--- src/rtl/shop_pkg.sv ---
package shop_pkg;
  typedef enum logic [1:0] {
    SH_LSL = 2'b00,
    SH_LSR = 2'b01,
    SH_ASR = 2'b10,
    SH_ROR = 2'b11
  } shift_kind_e;
endpackage

--- src/rtl/shop_imm_rotator.sv ---
module shop_imm_rotator #(
  parameter int W     = 32,
  parameter int IMM_W = 8,
  parameter int ROT_W = 4
) (
  input  logic [IMM_W-1:0] imm,
  input  logic [ROT_W-1:0] code,
  input  logic             cin,
  output logic [W-1:0]     res,
  output logic             cout
);
  localparam int SH_W = $clog2(W);
  localparam logic [SH_W:0] W_VAL = (SH_W+1)'(W);

  logic [W-1:0]    ext;
  logic [SH_W-1:0] r;
  logic [SH_W:0]   r_inv;

  assign ext   = {{(W-IMM_W){1'b0}}, imm};
  // rotation is twice the code, taken modulo W
  assign r     = SH_W'({code, 1'b0});
  assign r_inv = W_VAL - {1'b0, r};

  always_comb begin
    if (r == '0) begin
      res  = ext;
      cout = cin;
    end else begin
      res  = (ext >> r) | (ext << r_inv);
      cout = res[W-1];
    end
  end
endmodule

--- src/rtl/shop_count_decode.sv ---
module shop_count_decode
  import shop_pkg::*;
#(
  parameter int W     = 32,
  parameter int CNT_W = 8
) (
  input  logic                 cnt_from_reg,
  input  shift_kind_e          kind,
  input  logic [$clog2(W)-1:0] shamt_imm,
  input  logic [CNT_W-1:0]     cnt_byte,
  output logic [CNT_W-1:0]     amt,
  output logic                 rrx
);
  localparam int SH_W = $clog2(W);
  localparam logic [CNT_W-1:0] W_CNT = CNT_W'(W);

  always_comb begin
    amt = '0;
    rrx = 1'b0;
    if (cnt_from_reg) begin
      amt = cnt_byte;
    end else if (shamt_imm != '0) begin
      amt = {{(CNT_W-SH_W){1'b0}}, shamt_imm};
    end else begin
      // a zero field count is re-interpreted per shift type
      unique case (kind)
        SH_LSL:         amt = '0;
        SH_LSR, SH_ASR: amt = W_CNT;
        SH_ROR:         rrx = 1'b1;
      endcase
    end
  end
endmodule

--- src/rtl/shop_shift_core.sv ---
module shop_shift_core
  import shop_pkg::*;
#(
  parameter int W     = 32,
  parameter int CNT_W = 8
) (
  input  logic [W-1:0]     val,
  input  shift_kind_e      kind,
  input  logic [CNT_W-1:0] amt,
  input  logic             rrx,
  input  logic             cin,
  output logic [W-1:0]     res,
  output logic             cout
);
  localparam int SH_W = $clog2(W);
  localparam logic [SH_W:0] W_VAL = (SH_W+1)'(W);

  logic [W:0]      lsl_w;
  logic [W:0]      lsr_w;
  logic [W:0]      asr_w;
  logic [W-1:0]    ror_w;
  logic [SH_W-1:0] r;
  logic [SH_W:0]   r_inv;

  // one extra bit beside the value catches the last bit shifted out
  assign lsl_w = {1'b0, val} << amt;
  assign lsr_w = {val, 1'b0} >> amt;
  assign asr_w = $signed({val, 1'b0}) >>> amt;
  assign r     = amt[SH_W-1:0];
  assign r_inv = W_VAL - {1'b0, r};
  assign ror_w = (val >> r) | (val << r_inv);

  always_comb begin
    res  = val;
    cout = cin;
    if (rrx) begin
      res  = {cin, val[W-1:1]};
      cout = val[0];
    end else if (amt != '0) begin
      unique case (kind)
        SH_LSL: {cout, res} = lsl_w;
        SH_LSR: {res, cout} = lsr_w;
        SH_ASR: {res, cout} = asr_w;
        SH_ROR: begin
          if (r == '0) begin
            res  = val;
            cout = val[W-1];
          end else begin
            res  = ror_w;
            cout = ror_w[W-1];
          end
        end
      endcase
    end
  end
endmodule

--- src/rtl/shifter_operand_unit.sv ---
module shifter_operand_unit
  import shop_pkg::*;
#(
  parameter int W     = 32,
  parameter int IMM_W = 8,
  parameter int ROT_W = 4,
  parameter int CNT_W = 8
) (
  input  logic                 clk,
  input  logic                 rst,
  input  logic                 in_valid,
  input  logic                 use_imm,
  input  logic [IMM_W-1:0]     imm_byte,
  input  logic [ROT_W-1:0]     rot_code,
  input  logic [W-1:0]         reg_val,
  input  logic [1:0]           shift_kind,
  input  logic                 cnt_from_reg,
  input  logic [$clog2(W)-1:0] shamt_imm,
  input  logic [CNT_W-1:0]     cnt_byte,
  input  logic                 carry_in,
  input  logic                 negate,
  output logic                 out_valid,
  output logic [W-1:0]         operand,
  output logic                 carry_out
);
  localparam int SH_W = $clog2(W);

  shift_kind_e      kind;
  logic [W-1:0]     imm_res;
  logic             imm_c;
  logic [CNT_W-1:0] amt;
  logic             rrx;
  logic [W-1:0]     sh_res;
  logic             sh_c;
  logic [W-1:0]     sel_res;
  logic             sel_c;

  assign kind = shift_kind_e'(shift_kind);

  shop_imm_rotator #(.W(W), .IMM_W(IMM_W), .ROT_W(ROT_W)) u_imm (
    .imm  (imm_byte),
    .code (rot_code),
    .cin  (carry_in),
    .res  (imm_res),
    .cout (imm_c)
  );

  shop_count_decode #(.W(W), .CNT_W(CNT_W)) u_dec (
    .cnt_from_reg (cnt_from_reg),
    .kind         (kind),
    .shamt_imm    (shamt_imm),
    .cnt_byte     (cnt_byte),
    .amt          (amt),
    .rrx          (rrx)
  );

  shop_shift_core #(.W(W), .CNT_W(CNT_W)) u_core (
    .val  (reg_val),
    .kind (kind),
    .amt  (amt),
    .rrx  (rrx),
    .cin  (carry_in),
    .res  (sh_res),
    .cout (sh_c)
  );

  always_comb begin
    sel_res = use_imm ? imm_res : sh_res;
    sel_c   = use_imm ? imm_c   : sh_c;
    if (negate) sel_res = ~sel_res;
  end

  always_ff @(posedge clk) begin
    if (rst) begin
      out_valid <= 1'b0;
      operand   <= '0;
      carry_out <= 1'b0;
    end else begin
      out_valid <= in_valid;
      if (in_valid) begin
        operand   <= sel_res;
        carry_out <= sel_c;
      end
    end
  end

  // a presented vector produces a valid result one cycle later
  p_valid_next_r2: assert property (@(posedge clk) disable iff (rst)
    in_valid |=> out_valid);

  // no vector means the registered result holds
  p_hold_idle_r2: assert property (@(posedge clk) disable iff (rst)
    !in_valid |=> (!out_valid && $stable(operand) && $stable(carry_out)));

  // zero rotate code keeps the constant in place and the old carry
  p_imm_norot_r3: assert property (@(posedge clk) disable iff (rst)
    (in_valid && use_imm && rot_code == '0 && !negate) |=>
      (operand == {{(W-IMM_W){1'b0}}, $past(imm_byte)} && carry_out == $past(carry_in)));

  // one-bit rotate through carry takes bit 0 as the new carry
  p_rrx_carry_r9: assert property (@(posedge clk) disable iff (rst)
    (in_valid && !use_imm && !cnt_from_reg && shift_kind == 2'b11 && shamt_imm == '0) |=>
      (carry_out == $past(reg_val[0])));

  // arithmetic shift by a register count of W or more spreads the sign
  p_asr_fill_r7: assert property (@(posedge clk) disable iff (rst)
    (in_valid && !use_imm && cnt_from_reg && shift_kind == 2'b10 &&
     cnt_byte >= CNT_W'(W) && !negate) |=>
      (operand == {W{$past(reg_val[W-1])}} && carry_out == $past(reg_val[W-1])));

  // left shift beyond W clears both result and carry
  p_lsl_far_r5: assert property (@(posedge clk) disable iff (rst)
    (in_valid && !use_imm && cnt_from_reg && shift_kind == 2'b00 &&
     cnt_byte > CNT_W'(W) && !negate) |=>
      (operand == '0 && !carry_out));

  initial begin
    if (W != (1 << SH_W)) $error("W must be a power of two");
  end
endmodule

--- config.mk ---
export PLATFORM = sky130hd
export DESIGN_NAME = shifter_operand_unit
export DESIGN_NICKNAME = d
export VERILOG_FILES = /design/src/rtl/shop_pkg.sv /design/src/rtl/shop_imm_rotator.sv /design/src/rtl/shop_count_decode.sv /design/src/rtl/shop_shift_core.sv /design/src/rtl/shifter_operand_unit.sv
export SDC_FILE = /design/constraint.sdc
export NUM_CORES = 1
export LEC_CHECK = 0
export BUFFER_PORTS_ARGS = -buffer_cell sky130_fd_sc_hd__buf_2
export CORE_UTILIZATION = 37
export CTS_CLUSTER_DIAMETER = 150
export DETAILED_ROUTE_END_ITERATION = 16
export PLACE_DENSITY = 0.52
export SYNTH_ARGS = -nofsm -noshare
export SYNTH_HDL_FRONTEND = slang
export SYNTH_SLANG_ARGS = --single-unit
--- constraint.sdc ---
create_clock -name clk -period 10.46 [get_ports clk]
set_input_delay 3.138 -clock clk [delete_from_list [all_inputs] [get_ports clk]]
set_output_delay 3.138 -clock clk [all_outputs]
set_load 0.05 [all_outputs]
==> results.py <==
metrics = {
    "clock_network": {
        "cts_buffer_depth": 2,
        "cts_setup_buffers": 0,
        "clock_sinks": 34,
        "root_buffer": "clkbuf_16",
        "htreeDepth": 2,
        "cts_buffers": 5,
        "cts.repair.resized": 0,
        "cts_tree": "done",
        "path_clk_slew_ns": 0.06,
        "insertion_delay_ns": 0.29,
        "hold_buffers": 0,
    },
    "setup_path": {
        "critical_path_class": "primary input to flip-flop",
        "start_kind": "primary input",
        "crit_arrival_ns": 9.06,
        "reg2reg_depth": 3,
        "critPathRequiredTime_ns": 10.65,
        "worstSetupEndpointType": "flip-flop",
        "worst-path-max-fanout": 49,
    },
    "synth": {
        "ys_seq_elements": 34,
        "ys_async_sr_fraction_pct": 0,
        "synth_warnings": 0,
        "synthCells": 1861,
        "syn_avg_cell_area_um2": 6.70,
        "ys.flop_type": "dfxtp_1",
        "yosysSeqAreaShare_pct": 5.46,
        "synth_edf_count": 0,
        "synth_cell_types": 96,
        "syn_nets": 1933,
        "netlist_area_um2": 12500,
    },
    "floorplanning": {
        "start_util_pct": 38.0,
        "pin_count": 100,
        "std_cell_rows": 66,
        "die_x_um": 186,
        "fp.dieH_um": 186,
        "coreArea_um2": 32900,
        "die_area_um2": 34500,
    },
    "timing": {
        "setup_viol": 0,
        "slew_headroom_pct": 4.86,
        "fin_crit_sh_pct": 84.8,
        "hold_viol": 0,
        "tns_ns": 0,
        "finClkSkew_ns": 0,
        "holdWs_ns": 0.476,
        "rsz0062_at_grt": "no",
        "fin_crit_ns": 8.87,
        "slew_viol_final": 0,
        "max_slew.worst_pin.slew_ns": 1.41,
        "fmax_ghz": 0.113,
    },
    "global_routing": {
        "grt_max_degree": 59,
        "grt_use_total_pct": 50.1,
        "first_global_vias": 15700,
        "antenna_found_initial": 3,
        "grt_pass1_wl_um": 122000,
        "grt_overflow": 0,
    },
    "placed_design": {
        "portBuffers": 99,
        "place.detailed.hpwl_um": 64400,
        "dpl_cell_area_um2": 12900,
        "gp_congestion": 1.11,
    },
    "final_layout": {
        "nets": 1888,
        "final_common_cell": "nand2_1",
        "final_cell_mix": "237 x nand2_1, 169 x nor2_1, 166 x a21oi_1",
        "stdcell_area_um2": 13100,
        "syn2layout_area_growth_pct": 4.62,
        "drive_gt1_share_pct": 14.3,
        "final_core_utilization_pct": 39.7,
    },
    "worst_hold_path": {
        "min_path_type": "flip-flop to flip-flop",
        "hold_path_depth": 2,
    },
    "drt": {
        "drtAntennaViolNets": 0,
        "vias": 17500,
        "wl_um": 87500,
        "drt_iter0_drc": 3298,
        "viasPerCell": 7.75,
        "drc_errors": 0,
        "first_pass_iters": 7,
        "routedWlPerCell_um": 38.7,
    },
    "power_and_ir_drop": {
        "ir_drop_v": 0.0000610,
        "power.leakage_nw": 4.91,
        "finalPower_mw": 1.34,
        "p_per_area_nw_per_um2": 103,
    },
    "job": {
        "maxCapViolations": 0,
    },
    "status": {
        "status": "complete, no violations",
    },
}
-- final cells by class --
type,count,area [µm²]
Fill cell,3661,19800
Antenna cell,2,5.00
Timing Repair Buffer,146,861
Clock buffer,6,139
Clock inverter,2,12.5
Inverter,28,105
Tap cell,442,553
Sequential cell,34,681
Multi-Input combinational cell,1601,10700
-- power breakdown --
part | switching (mW) | total, mW | internal, mW
registers | 0.00840 | 0.151 | 0.142
logic | 0.746 | 1.03 | 0.281
clock network | 0.0671 | 0.162 | 0.0946
-- sequential cells by signal, summed over array words and instances, names as in the netlist --
register,count
carry_out,1
operand,32
out_valid,1
-- cells in the mapped netlist (10+ instances only) --
| cell type | count | area, µm² |
|---|---|---|
| nand2_1 | 237 | 890 |
| nor2_1 | 170 | 638 |
| a21oi_1 | 166 | 831 |
| mux2i_1 | 137 | 1370 |
| o21ai_0 | 135 | 676 |
| clkbuf_1 | 98 | 368 |
| nand3_1 | 58 | 290 |
| buf_2 | 52 | 260 |
| nor3_1 | 50 | 250 |
| o211ai_1 | 49 | 368 |
| a211oi_1 | 45 | 338 |
| a31oi_1 | 39 | 244 |
| dfxtp_1 | 34 | 681 |
| o22ai_1 | 32 | 200 |
| mux4_2 | 31 | 698 |
| mux2_2 | 28 | 315 |
| inv_1 | 26 | 97.6 |
| a221oi_1 | 24 | 210 |
| nand2b_1 | 23 | 144 |
| a22oi_1 | 19 | 143 |
| and3_1 | 19 | 119 |
| buf_4 | 19 | 143 |
| a311oi_1 | 18 | 158 |
| and2_1 | 18 | 113 |
| o2111ai_1 | 18 | 158 |
| o221ai_1 | 17 | 149 |
| o31ai_1 | 15 | 113 |
| or3_1 | 15 | 93.8 |
| buf_6 | 14 | 158 |
| a2111oi_0 | 12 | 105 |
| buf_1 | 12 | 45.0 |
| a21o_1 | 11 | 82.6 |
| nor2b_1 | 11 | 68.8 |
| a32oi_1 | 10 | 87.6 |
| nand4_1 | 10 | 62.6 |
| xnor2_1 | 10 | 87.6 |
-- logic make-up (layout without fill, tap and decap cells) --
family                     Yosys count  count (layout)  share of synthesized area [%]
AOI/OAI and AO/OA                  724             724                           39.6
buffers and inverters              226             182                           9.09
other                                0               2                              0
muxes                              202             202                           20.1
adders and majority gates            6               6                          0.602
DFF                                 34              34                           5.46
xor gates and xnor gates            18              18                           1.38
and+or+nand+nor                    651             651                           23.8
-- final timing paths --
path	start	slack, ns	to
setup reg to reg	operand[16]	9.24	operand[16]
setup / recovery	cnt_from_reg	1.59	operand[4]
hold reg to reg	operand[10]	0.48	operand[10]
hold / removal	operand[10]	0.48	operand[10]
-- critical path: stages --
cell and delay, ns:
buf_2 0.77, buf_4 0.33, mux2_4 0.42, buf_4 0.31, nor2_1 1.07, a21oi_1 0.64, nand2_2 0.51, o311ai_0 0.24
nor3b_1 0.59, o211ai_1 0.35, o221ai_1 0.20, xor2_1 0.12, a211oi_1 0.30
-- layer usage --
layer  up-vias  part of all wire [%]  GRT usage, %
li1       7083                     -             -
met1      8388                    38          64.7
met2      1643                    39          70.3
met3       413                    15          17.7
met4         4                   8.1          31.1
met5         -                 0.083             0
-- metrics by stage --
step / worst slack, ns / cells
2_1_floorplan: 4.10 / 1861
3_3_place_gp: 1.77 / 2251
3_5_place_dp: 1.86 / 2251
4_1_cts: 2.15 / 2259
5_1_grt: 1.81 / 2259
6_report: 1.59 / 2261
Note: power is estimated with default switching activity, not from simulation.
